`src/rtl/mesi_line_ctrl.sv`:
```
`timescale 1ns/1ps
module mesi_line_ctrl #(
  parameter int AW    = 8,
  parameter int DW    = 16,
  parameter int IDXW  = 2,
  parameter int NPEER = 2
)(
  input  logic          clk,
  input  logic          rst_n,
  input  logic          cpu_req,
  input  logic          cpu_we,
  input  logic [AW-1:0] cpu_addr,
  input  logic [DW-1:0] cpu_wdata,
  output logic          cpu_ready,
  output logic          cpu_done,
  output logic [DW-1:0] cpu_rdata,
  output logic          bus_req,
  input  logic          bus_gnt,
  output logic          out_valid,
  output logic [2:0]    out_type,
  output logic [AW-1:0] out_addr,
  output logic [DW-1:0] out_data,
  input  logic          in_valid,
  input  logic [2:0]    in_type,
  input  logic [AW-1:0] in_addr,
  input  logic [DW-1:0] in_data,
  input  logic          in_shared,
  output logic          ack_valid,
  output logic [AW-1:0] ack_addr,
  output logic          dresp_valid,
  output logic [AW-1:0] dresp_addr,
  output logic [DW-1:0] dresp_data
);
  localparam int NL = 1 << IDXW;
  localparam int TW = AW - IDXW;
  localparam int CW = $clog2(NPEER + 1);
  localparam logic [1:0] ST_I = 2'b00, ST_S = 2'b01, ST_E = 2'b10, ST_M = 2'b11;
  localparam logic [2:0] MSG_RD = 3'd0, MSG_RESP = 3'd1, MSG_INV = 3'd2,
                         MSG_ACK = 3'd3, MSG_RDINV = 3'd4, MSG_WB = 3'd5;

  typedef enum logic [1:0] {F_IDLE, F_EVICT, F_ISSUE, F_WAIT} fsm_t;

  logic [1:0]    st  [NL];
  logic [TW-1:0] tg  [NL];
  logic [DW-1:0] dat [NL];
  fsm_t          fsm;
  logic          p_we;
  logic [AW-1:0] p_addr;
  logic [DW-1:0] p_wdata;
  logic [2:0]    p_type;
  logic          got_data, got_shared;
  logic [DW-1:0] got_word;
  logic [CW-1:0] acks;

  wire [IDXW-1:0] c_idx = cpu_addr[IDXW-1:0];
  wire [IDXW-1:0] s_idx = in_addr[IDXW-1:0];
  wire [IDXW-1:0] p_idx = p_addr[IDXW-1:0];
  wire c_hit   = st[c_idx] != ST_I && tg[c_idx] == cpu_addr[AW-1:IDXW];
  wire s_hit   = st[s_idx] != ST_I && tg[s_idx] == in_addr[AW-1:IDXW];
  wire accept  = cpu_req && cpu_ready;
  wire snp_rd  = in_valid && in_type == MSG_RD;
  wire snp_inv = in_valid && (in_type == MSG_INV || in_type == MSG_RDINV);
  wire for_me  = in_valid && in_addr == p_addr;
  wire need_data = p_type != MSG_INV;
  wire need_acks = p_type != MSG_RD;
  wire fin = fsm == F_WAIT && (got_data || !need_data) &&
             (acks == CW'(NPEER) || !need_acks);
  wire victim_m = st[p_idx] == ST_M;

  assign cpu_ready = fsm == F_IDLE && !in_valid;
  assign bus_req   = (fsm == F_EVICT && victim_m) || fsm == F_ISSUE;
  assign out_valid = bus_req && bus_gnt;
  assign out_type  = fsm == F_EVICT ? MSG_WB : p_type;
  assign out_addr  = fsm == F_EVICT ? {tg[p_idx], p_idx} : p_addr;
  assign out_data  = fsm == F_EVICT ? dat[p_idx] : '0;

  always_ff @(posedge clk) begin
    if (!rst_n) begin
      for (int i = 0; i < NL; i++) begin
        st[i]  <= ST_I;
        tg[i]  <= '0;
        dat[i] <= '0;
      end
      fsm <= F_IDLE;
      p_we <= 1'b0; p_addr <= '0; p_wdata <= '0; p_type <= MSG_RD;
      got_data <= 1'b0; got_shared <= 1'b0; got_word <= '0; acks <= '0;
      cpu_done <= 1'b0; cpu_rdata <= '0;
      ack_valid <= 1'b0; ack_addr <= '0;
      dresp_valid <= 1'b0; dresp_addr <= '0; dresp_data <= '0;
    end else begin
      cpu_done    <= 1'b0;
      ack_valid   <= snp_inv;
      ack_addr    <= in_addr;
      dresp_valid <= 1'b0;
      dresp_addr  <= in_addr;
      dresp_data  <= dat[s_idx];

      if (in_valid && s_hit) begin
        if (snp_rd) begin
          if (st[s_idx] == ST_M) dresp_valid <= 1'b1;
          st[s_idx] <= ST_S;
        end else if (snp_inv) begin
          if (in_type == MSG_RDINV && st[s_idx] == ST_M) dresp_valid <= 1'b1;
          st[s_idx] <= ST_I;
        end
      end

      case (fsm)
        F_IDLE: if (accept) begin
          p_we    <= cpu_we;
          p_addr  <= cpu_addr;
          p_wdata <= cpu_wdata;
          if (c_hit) begin
            if (!cpu_we) begin
              cpu_done  <= 1'b1;
              cpu_rdata <= dat[c_idx];
            end else if (st[c_idx] == ST_S) begin
              p_type <= MSG_INV;
              fsm    <= F_ISSUE;
            end else begin
              st[c_idx]  <= ST_M;
              dat[c_idx] <= cpu_wdata;
              cpu_done   <= 1'b1;
              cpu_rdata  <= cpu_wdata;
            end
          end else begin
            p_type <= cpu_we ? MSG_RDINV : MSG_RD;
            fsm    <= st[c_idx] == ST_M ? F_EVICT : F_ISSUE;
          end
        end
        F_EVICT: begin
          if (!victim_m) fsm <= F_ISSUE;
          else if (bus_gnt) begin
            st[p_idx] <= ST_I;
            fsm       <= F_ISSUE;
          end
        end
        F_ISSUE: if (bus_gnt) begin
          fsm        <= F_WAIT;
          got_data   <= 1'b0;
          got_shared <= 1'b0;
          acks       <= '0;
        end
        F_WAIT: begin
          if (fin) begin
            tg[p_idx] <= p_addr[AW-1:IDXW];
            if (p_we) begin
              st[p_idx]  <= ST_M;
              dat[p_idx] <= p_wdata;
              cpu_rdata  <= p_wdata;
            end else begin
              st[p_idx]  <= got_shared ? ST_S : ST_E;
              dat[p_idx] <= got_word;
              cpu_rdata  <= got_word;
            end
            cpu_done <= 1'b1;
            fsm      <= F_IDLE;
          end else begin
            if (for_me && in_type == MSG_RESP && !got_data) begin
              got_data   <= 1'b1;
              got_word   <= in_data;
              got_shared <= in_shared;
            end
            if (for_me && in_type == MSG_ACK && acks != CW'(NPEER))
              acks <= acks + 1'b1;
          end
        end
        default: fsm <= F_IDLE;
      endcase
    end
  end

  assert_exclusive_write_silent_R4: assert property (@(posedge clk) disable iff (!rst_n)
    accept && cpu_we && c_hit && st[c_idx] == ST_E |=> cpu_done && !bus_req);

  assert_snoop_inv_drops_R9: assert property (@(posedge clk) disable iff (!rst_n)
    snp_inv && s_hit && fsm != F_WAIT |=> st[$past(s_idx)] == ST_I);

  assert_dresp_from_snoop_R8: assert property (@(posedge clk) disable iff (!rst_n)
    dresp_valid |-> $past(in_valid && (in_type == MSG_RD || in_type == MSG_RDINV)));

  assert_miss_stalls_cpu_R10: assert property (@(posedge clk) disable iff (!rst_n)
    out_valid && (out_type == MSG_RD || out_type == MSG_RDINV) |=> !cpu_ready && !cpu_done);

  assert_req_held_R11: assert property (@(posedge clk) disable iff (!rst_n)
    bus_req && !bus_gnt && !in_valid |=> bus_req);
endmodule

```
`config.mk`:
```
export PLATFORM = sky130hd
export DESIGN_NAME = mesi_line_ctrl
export DESIGN_NICKNAME = d
export VERILOG_FILES = /design/src/rtl/mesi_line_ctrl.sv
export SDC_FILE = /design/constraint.sdc
export NUM_CORES = 1
export LEC_CHECK = 0
export ABC_CLOCK_PERIOD_IN_PS = 6700
export BUFFER_PORTS_ARGS = -buffer_cell sky130_fd_sc_hd__buf_2
export CORE_ASPECT_RATIO = 0.7
export CORE_MARGIN = 1.5
export CORE_UTILIZATION = 36
export CTS_CLUSTER_SIZE = 20
export DETAILED_ROUTE_END_ITERATION = 10
export MAX_ROUTING_LAYER = met4
export PLACE_DENSITY = 0.58
export SLEW_MARGIN = 30
export SYNTH_ARGS = -nofsm -noshare
export SYNTH_HDL_FRONTEND = slang
export SYNTH_SLANG_ARGS = --single-unit
```
`constraint.sdc`:
```
create_clock -name clk -period 6.7 [get_ports clk]
set_clock_uncertainty 0.1 [all_clocks]
set_input_delay 2.01 -clock clk [delete_from_list [all_inputs] [get_ports clk]]
set_output_delay 2.01 -clock clk [all_outputs]
set_load 0.02 [all_outputs]
```
# Word level (Yosys, flattened, before mapping)
# Memories as Yosys holds them, arrays and structs flattened. A register that Yosys moved wholly into a read port is not among the register bits.
# Index checks and enable logic that the tools add are counted.
# word_totals
output_inout_bits	81
wordCells	208
ramBits	96
reg_bits	77
n_memories	3
inputBits	58
# classes
reduce_logical	47
muxes	108
n_eq_ne	30
bitwise	5
add_sub_neg	1
# memory_table
name	words	width	read_ports	rd_clocked_by_memory_dff	write_ports	line_no	text
dat	4	16	3	2	4	45	logic [DW-1:0] dat [NL];
tg	4	6	3	1	4	44	logic [TW-1:0] tg [NL];
st	4	2	3	1	4	43	logic [1:0] st [NL];
# op_table
operator	n
$mux 16	10
$mux 2	31
$mux 1	54
$pmux 16 s2	1
$reduce_or 16->1	2
$logic_and 1x1->1	17
$mux 3	5
$ne 2x2->1 const B	7
$eq 2x2->1 const B	6
$eq 6x6->1	2
$reduce_and 4->1	3
$ne 3x3->1 const B	3
$eq 8x8->1	1
$mux 8	1
$pmux 2 s4	1
$reduce_bool 2->1	4
$eq 3x2->1 const B	2
$mux 6	1
$ne 2x1->1 const B	3
$ne 3x2->1 const B	2
$pmux 1 s2	3
$reduce_and 6->1	1
$reduce_or 2->1	3
$reduce_or 6->1	1
other kinds (15)	27

# Logic depth before layout (Yosys ltp)
# Gate-level depths: netlist (run 1).
# logic_depth
ltp_word	13
ltp_mapped	12
depth_no_buf	9

# Worst setup path after synthesis (run 1)
# OpenSTA, ideal clock, no wires.
# synth_path
kind	input-to-reg
start	in in_addr[1]
end	mem dat[0][0] (enable)
required_ns	6.189
slack_ns	1.063
arrival_time_ns	5.126
path_buffers	1
path_stages	7
setup_time_ns	0.411
path_cell_list	clkbuf_1 > mux4_2 > xor2_1 > or4_4 > o41ai_4 > a31oi_1 > o21ai_0
# synth_lines
element	line_no	text
start, declared	25	input logic [AW-1:0] in_addr,
end, declared	45	

==> results of run 1 <==
==> metal layers <==
metal  routed length [um]  vias up  GRT usage [%]
met5                    0        -              -
met3                 2780       22           5.45
met2                12000      359           28.3
li1                     -     3533              -
met4                  316        0           4.32
met1                15400     3727           34.5
==> cell families (layout without fill, tap and decap cells) <==
logic type	after synthesis	in the layout	share of synthesized area, %
adder cells (fa/ha/maj)	5	5	0.627
multiplexers	112	112	20.1
buffers and inverters	101	213	4.51
AO/OA/AOI/OAI	131	131	8.10
other	0	1	0
AND/OR/NAND/NOR	374	374	17.2
XOR/XNOR	20	20	1.75
flip-flops	190	190	47.7
==> final cells by class <==
| type | instances | area share [%] |
|---|---|---|
| clock buffers | 21 | 4.10 |
| multi-input cells | 642 | 41.6 |
| clock inverters | 11 | 0.936 |
| flip-flops and latches | 190 | 41.5 |
| well taps | 364 | 3.96 |
| inverters | 27 | 0.882 |
| diodes | 1 | 0.0218 |
| repair buffers | 154 | 7.05 |
==> critical path, cell delays in order <==
cell     delay, ps
buf_2          440
mux4_2         590
xnor2_1        190
nand4_1        540
or3_1          580
o31a_1         260
or2_1          430
nand2_1        630
==> metrics by stage <==
step	util [%]	std cells
after global placement	40.4	1377
after detailed placement	40.5	1377
final	42.6	1410
after floorplan	-	933
after global routing	42.6	1410
after CTS	42.6	1409
==> flip-flops by register name, indices dropped and copies added, names as in the netlist, named ones only <==
signal       cells
dat             64
tg              24
cpu_rdata       16
dresp_data      16
got_word        16
p_wdata         16
dresp_addr       8
p_addr           8
st               8
acks             2
fsm              2
p_type           2
ack_valid        1
cpu_done         1
dresp_valid      1
got_data         1
got_shared       1
p_we             1
==> worst max path at each step <==
stage / slack (ps) / from / depth (start not counted) / to
final: 980 / cpu_addr[0] / 8 / dat[1][4]
after global routing: 750 / cpu_addr[0] / 8 / dat[1][4]
after CTS: 980 / cpu_addr[0] / 8 / dat[1][4]
after detailed placement: 540 / cpu_addr[0] / 8 / dat[1][12]
after global placement: 710 / cpu_addr[0] / 8 / dat[1][10]
after floorplan: 1060 / in_addr[1] / 7 / dat[0][0]
==> power groups by stage <==
stage	registers, W	clock network, W	logic, W
2_1_floorplan	0.00137	0	0.000336
3_3_place_gp	0.00136	0	0.000541
3_5_place_dp	0.00136	0	0.000544
4_1_cts	0.00133	0.00104	0.000547
5_1_grt	0.00134	0.00108	0.000587
6_report	0.00133	0.00102	0.000547
==> cells in the final DEF, fill, tap and decap left out, types with 2 or more instances in the layout <==
cell and instances:
o2111ai_1 3, nand2b_1 7, nor3_1 8, clkinv_4 4
mux2_2 6, buf_2 138, o31a_1 2, mux4_2 70
xor2_1 3, inv_6 3, and2_1 49, nor2b_1 13
o21ai_0 11, o21bai_1 2, clkbuf_8 3, nand2_1 155
and3_1 11, o31ai_1 5, ha_1 5, mux2i_1 36
nand3_1 9, buf_4 16, clkbuf_16 17, o211ai_1 18
a21oi_1 68, a31o_2 2, o21ai_1 4, dfxtp_1 93
nor2_2 10, nand3b_1 2, nor2_1 90, xnor2_1 17
o22ai_1 2, edfxtp_1 96, a31oi_1 4, nand4_1 4
o41ai_1 2, or3_1 5, nor4_1 3, inv_1 26
==> metrics.txt, run 1 <==
status finished clean; initial antenna violation count 1; Hold Crit Depth 2; die height 142 um; Place WS 540 ps; largest cells by area after synthesis edfxtp_1 (29%), dfxtp_1 (19%), mux4_2 (16%); drt total wl 30.5 mm; Root Driver clkbuf_16; final instance area 11500 sq um; row count 50; crit end category register; post-synthesis sequential area ratio between 40% and 50%; crit path time final roughly 5700 ps; post-synthesis async set-or-reset flop share 0%; TritonCTS clock tree done; max-slew violations 0; vias in the first global route 7098; Setup CP Type input port to register; share of power burned in combinational logic about a fifth; RSZ-0062 raised after global routing no; clock transition at the registers of the reported paths approximately 70 ps; Layout Area Growth over Synthesis 15.2%; core area approximately 27000 sq um; Synth top cells by count nand2_1 (156), edfxtp_1 (96), dfxtp_1 (94); I/O Pins about 140; Post-Synthesis Cells 933; Setup Buffers After CTS 0; Synth Flop Type edfxtp_1; full die area between 20000 and 30000 sq um; worst hold path type register to register; fin nets 1095; # setup viols final 0; Reg area between 4000 and 5000 sq um; Reg2Reg Depth 7; crit path launch type input port; r2r startpoint tg[1][5]; pin count of the biggest net entering global routing 59; share of the synthesized area in the top cell type 28.9%; switching share of power a little under 30%; clock latency on the worst-skew pair 440 ps; Post-Syn Nets 996; #FFs+latches synth 190; Via density 5.42; Tot GR Track Use 22.1%; Max IR drop VDD 0.000178 V; Slew HR 38.3%; antenna viol nets, final 0; Mean Syn Cell Area 10.7 sq um; power per cell area roughly 250 nW/um^2; hold_buf cts 0; H-tree levels 4; Least-Margin Pin Slew 926 ps; number of synthesized flops with an enable pin 96; DP HPWL 21.9 mm; Synth Cell Area between 9000 and 10000 sq um; Yosys cell types 54; reg2reg end dat[1][4]; Max FO, Critical Path 17; Num CTS Buffers 17; Tcrit/Tclk final between 80% and 90%; FILL cells 2598; R2R Setup Slk ~2700 ps; WL/cell approximately 22 um; worst hold slack 352 ps; hold violation count in the final report 0; max-cap check violation count 0; area of the multi-input gates 4780 sq um; Pre-antenna DRT Iters 6; P_leak 4.35 nW; IO Port Bufs roughly 140; Max Root-Sink Buffers 2; Post-DP Area 10900 sq um; Critical Path RT ~6700 ps; total gr overflow 0; GP Congestion 0.929; hold_sp cpu_rdata[14]; Int Pwr 0.00203 W; initial drt markers 784; most common cell in the netlist nand2_1; area leader, netlist edfxtp_1; sequential share of power 46.0%; first-pass GRT wire length 45.3 mm; Initial Util 37.0%; via count approximately 7.6k; Die W 202 um; Tot Pwr 0.00290 W; final worst-path setup slack about 980 ps; fraction of layout cells with a size suffix above 1 27.0%; CTS resizes 0; P_sw 0.000865 W; Post-route DRC 0; crit path DAT between 5000 and 6000 ps; total negative slack 0 ps; Hold Path End cpu_rdata[14]; clock network fraction of total power 35.1%; yosys warns 0; fmax 175 MHz; Clock Sinks 190
Power figures use the tool's default switching activity.
==> inputs of run 2 (changes only) <==
--- a/config.mk
+++ b/config.mk
@@ -9,11 +9,11 @@
 export BUFFER_PORTS_ARGS = -buffer_cell sky130_fd_sc_hd__buf_2
 export CORE_ASPECT_RATIO = 0.7
 export CORE_MARGIN = 1.5
-export CORE_UTILIZATION = 36
+export CORE_UTILIZATION = 58
 export CTS_CLUSTER_SIZE = 20
 export DETAILED_ROUTE_END_ITERATION = 10
 export MAX_ROUTING_LAYER = met4
-export PLACE_DENSITY = 0.58
+export PLACE_DENSITY = 0.84
 export SLEW_MARGIN = 30
 export SYNTH_ARGS = -nofsm -noshare
 export SYNTH_HDL_FRONTEND = slang
==> run 2 against run 1 <==
- cell count shrank 9.8%
- largest power group unchanged
- largest cell class unchanged
- routed wire length fell by 8.8%
- cell area down 1.8%
- maximum frequency shrank 0.85%
==> metrics.txt, run 2 (same netlist as run 1, synthesis figures left out) <==
vias in the first global route 7357; first-pass GRT wire length roughly 42 mm; Biggest register dat; Least-Margin Pin Slew 919 ps; CTS resizes 0; IO Port Bufs 138; area of the multi-input gates between 4000 and 5000 sq um; Cell Count, Final, Fillers Out around 1.3k; Pre-antenna DRT Iters 8; commonest non-fill, non-tap cell in the layout nand2_1; largest registers dat x64, tg x24; max-cap check violation count 0; core area approximately 17000 sq um; Setup Buffers After CTS 0; most frequent cells in the layout nand2_1 (155), buf_2 (138), edfxtp_1 (96); max reg flops 64; critical path's slowest cell nand2_1; RSZ-0062 raised after global routing no; Die W 160 um; # setup viols final 0; GP Congestion approximately 0.95; total negative slack 0 ps; crit path launch type input port; DP Cell Count 1239; antenna viol nets, final 0; TritonCTS clock tree done; hold violation count in the final report 0; Slew HR 38.1%; Max Root-Sink Buffers 2; hold_buf cts 0; drt total wl approximately 28 mm; Critical Path RT about 6700 ps; Root Driver clkbuf_16; crit end category register; fraction of layout cells with a size suffix above 1 26.8%; Max IR drop VDD between 0.00015 and 0.0002 V; power per cell area 250 nW/um^2; Initial Util between 60% and 70%; Via density 6.36; initial antenna violation count 1; Tot GR Track Use 32.5%; Num CTS Buffers 17; DP HPWL 19.4 mm; fin nets 1096; initial drt markers 1163; Buf/Inv on CP 1; worst hold path type register to register; final instance area around 11000 sq um; clock transition at the registers of the reported paths 70 ps; Layout Area Growth over Synthesis 13.1%; full die area roughly 18000 sq um; fmax 173 MHz; Tcrit/Tclk final a little under nine tenths; Setup CP Type input port to register; H-tree levels 4; Clock Sinks 190; pin count of the biggest net entering global routing 71; Max FO, Critical Path 17; status finished clean; FILL cells 1217; via count 8088; I/O Pins about 140; row count 39; critical-path cell list buf_2, mux4_2, xnor2_1, nand4_1, or3_1, o31a_1, or2_1, nand2_1; total gr overflow 0; crit path DAT 5740 ps; crit path time final approximately 5800 ps; Top Family by Delay on Critical Path simple AND/OR/NAND/NOR gates; Tot Pwr 0.00283 W; largest stage delay on the critical path 630 ps; clock latency on the worst-skew pair 440 ps; Post-DP Area 10700 sq um; Post-route DRC 0; WL/cell 21.9 um; max-slew violations 0; P_leak roughly 4.3 nW; die height 113 um; Reg area ~4800 sq um
## run 2: cell count changes in the layout (fill, tap and decap cells not counted), sizes merged
cell,before,now
buf,154,155
clkinv,6,4
clkbuf,21,24
inv,30,31
clkinvlp,1,0
bufinv,1,0
## run 2: final cells by class
type / count / area share (%)
clock buffer: 24 / 4.37
multi-input combinational: 642 / 42.3
timing repair buffer: 155 / 7.25
clock inverter: 8 / 0.465
sequential: 190 / 42.2
tap: 225 / 2.49
antenna: 1 / 0.0222
inverter: 27 / 0.897
## run 2: worst min-delay path: stages (launching register included)
cell and delay (ps):
dfxtp_1 310, nand2_1 50, a21oi_1 50
## run 2: power by group
group	total (W)	internal [W]	switching, W
clock	0.000957	0.000518	0.000438
sequential	0.00134	0.00129	0.0000564
combinational	0.000529	0.000202	0.000327
total	0.00283	0.00201	0.000822
## run 2: metrics by stage
stage | hold WS, ps | utilization [%] | setup slack (ps)
after global routing | 369 | 68.1 | 761
after detailed placement | 346 | 64.7 | 618
after CTS | 356 | 68.0 | 1030
after global placement | 341 | 64.7 | 797
after floorplan | 336 | - | 1060
final | 354 | 68.1 | 929
## run 2: final timing paths
path / startpoint / to / slack [ps] / cells past startpoint
worst min register to register: p_wdata[0] / p_wdata[0] / 350 / 2
worst max-delay path: cpu_addr[0] / dat[1][0] / 930 / 8
worst min-delay path: p_wdata[0] / p_wdata[0] / 350 / 2
worst max register to register: tg[3][4] / dat[1][0] / 2590 / 7
## run 2: layer usage
metal	routed length, um	vias to the layer above	GRT usage [%]	share of wire [%]
li1	-	3534	-	-
met1	11700	3883	47.9	42
met2	11800	624	44.7	42
met3	3910	47	9.16	14
met4	410	0	7.73	1.5
met5	0	-	-	0
==> inputs of run 3 (changes only) <==
--- a/config.mk
+++ b/config.mk
@@ -9,11 +9,11 @@
 export BUFFER_PORTS_ARGS = -buffer_cell sky130_fd_sc_hd__buf_2
 export CORE_ASPECT_RATIO = 0.7
 export CORE_MARGIN = 1.5
-export CORE_UTILIZATION = 58
+export CORE_UTILIZATION = 40
 export CTS_CLUSTER_SIZE = 20
 export DETAILED_ROUTE_END_ITERATION = 10
 export MAX_ROUTING_LAYER = met4
-export PLACE_DENSITY = 0.84
+export PLACE_DENSITY = 0.63
 export SLEW_MARGIN = 30
 export SYNTH_ARGS = -nofsm -noshare
 export SYNTH_HDL_FRONTEND = slang
==> constraint.sdc (replaced) <==
create_clock -name clk -period 6.7 [get_ports clk]
set_clock_uncertainty 0.1 [all_clocks]
set_input_delay 1.005 -clock clk [delete_from_list [all_inputs] [get_ports clk]]
set_output_delay 1.005 -clock clk [all_outputs]
set_load 0.02 [all_outputs]
==> run 3 against run 2 <==
- critical path depth rose by 1
- non-clock buffer count down 4
- first-iteration DRC count fell by 22%
- total power rose by 6.1%
- global-route usage shrank 8.6 points
- sequential power hardly changed
- sequential share of layout area down 0.75 points
- critical path type unchanged
- core utilization fell by 21 points
- die area increased by 44%
- largest power group unchanged
==> metrics.txt, run 3 (same netlist as run 1, synthesis figures left out) <==
crit path DAT 4670 ps; Setup CP Type input port to register; crit path to dat[1][9]; max reg flops 64; Tot GR Track Use 23.9%; RSZ-0062 raised after global routing no; core area 24600 sq um; via count 7717; hold_buf cts 0; crit path time final 4690 ps; Setup Buffers After CTS 0; DP HPWL 21.1 mm; Critical Path RT 6670 ps; Die W 192 um; total gr overflow 0; R2R Setup Slk 2720 ps; row count 48; Reg2Reg Depth 10; WL/cell 21.6 um; worst hold slack 354 ps; Worst setup startpoint in_addr[0]; fraction of layout cells with a size suffix above 1 between 20% and 30%; commonest non-fill, non-tap cell in the layout nand2_1; Max IR drop VDD 0.000179 V; reg2reg end dat[1][9]; largest registers dat x64, tg x24; initial antenna violation count 0; Place WS 1540 ps; r2r startpoint fsm[0]; initial drt markers between 900 and 1k; I/O Pins between 100 and 150; GP Congestion 0.971; hold violation count in the final report 0; Num CTS Buffers 17; first-pass GRT wire length 44.1 mm; Least-Margin Pin Slew between 800 and 900 ps; FILL cells 2247; Via density 5.65; ant diodes 0; Layout Area Growth over Synthesis 15.1%; crit path launch type input port; full die area ~26000 sq um; vias in the first global route around 7.1k; hold_sp cpu_rdata[12]; die height around 140 um; Biggest register dat; P_leak 4.36 nW; status finished clean; Root Driver clkbuf_16; clock latency on the worst-skew pair 440 ps; Max FO, Critical Path 17; total negative slack 0 ps; Post-route DRC 0; crit end category register; Tcrit/Tclk final 70.1%; Slew HR between 30% and 40%; fmax 213 MHz; H-tree levels 4; Core Util, Final between 40% and 50%; most frequent cells in the layout nand2_1 (156), buf_2 (138), edfxtp_1 (96); worst hold path type register to register; # setup viols final 0; drt total wl 29.5 mm; max-cap check violation count 0; final worst-path setup slack 2010 ps; Max Root-Sink Buffers 2; Initial Util 40.6%; power per cell area about 260 nW/um^2; fin nets 1092; TritonCTS clock tree done; Pre-antenna DRT Iters 5; max-slew violations 0; pin count of the biggest net entering global routing 72; antenna viol nets, final 0; clock transition at the registers of the reported paths roughly 70 ps; Clock Sinks 190; IO Port Bufs 138; CTS resizes 0
==> run 3: cell types whose count changed in the layout (fill, tap and decap cells not counted), moves of 2 or more <==
cell       previous run  this run
clkbuf_1              4         1
buf_4                17        13
bufinv_16             0         5
clkbuf_8              2         0
inv_4                 4         0
clkinv_1              1         3
==> run 3: worst max-delay path, stage by stage <==
cell	delay, ps
buf_2	390
buf_4	370
mux4_2	550
xor2_1	160
or4_4	550
o41ai_4	390
a31oi_1	170
or2_1	480
nand2_1	580
==> run 3: power by group <==
part	internal [W]	switching, W
Combinational	0.000201	0.000335
Clock	0.000665	0.000460
Sequential	0.00128	0.0000525
Total	0.00215	0.000848
==> run 3: routing by layer <==
layer | GRT usage [%] | up-vias | routed length [um]
met5 | - | - | 0
met4 | 4.47 | 0 | 365
met3 | 9.89 | 28 | 3950
met2 | 29.4 | 443 | 11300
met1 | 35.9 | 3725 | 13900
li1 | - | 3521 | -
==> run 3: how the worst min path moves through the flow <==
stage	end	cells after the start
after CTS	cpu_rdata[12]	2
after global placement	p_wdata[15]	2
after global routing	cpu_rdata[14]	2
after detailed placement	cpu_rdata[12]	2
final	cpu_rdata[12]	2
after floorplan	p_wdata[0]	2
==> run 3: stage by stage <==
stage                     cell area [sq um]  total power [W]  cells
final                                 11500          0.00300   1367
after global routing                  11500          0.00310   1367
after CTS                             11500          0.00301   1367
after detailed placement              10800          0.00189   1335
after global placement                10800          0.00189   1335
after floorplan                        9980          0.00171    933
==> run 3: final cells by class <==
class,instances,area (sq um),share of cell area (%)
Timing Repair Buffer,151,788,6.86
Clock buffer,18,429,3.73
Sequential cell,190,4770,41.5
Inverter,27,101,0.882
Clock inverter,14,214,1.86
Tap cell,325,407,3.54
Multi-Input combinational cell,642,4790,41.7
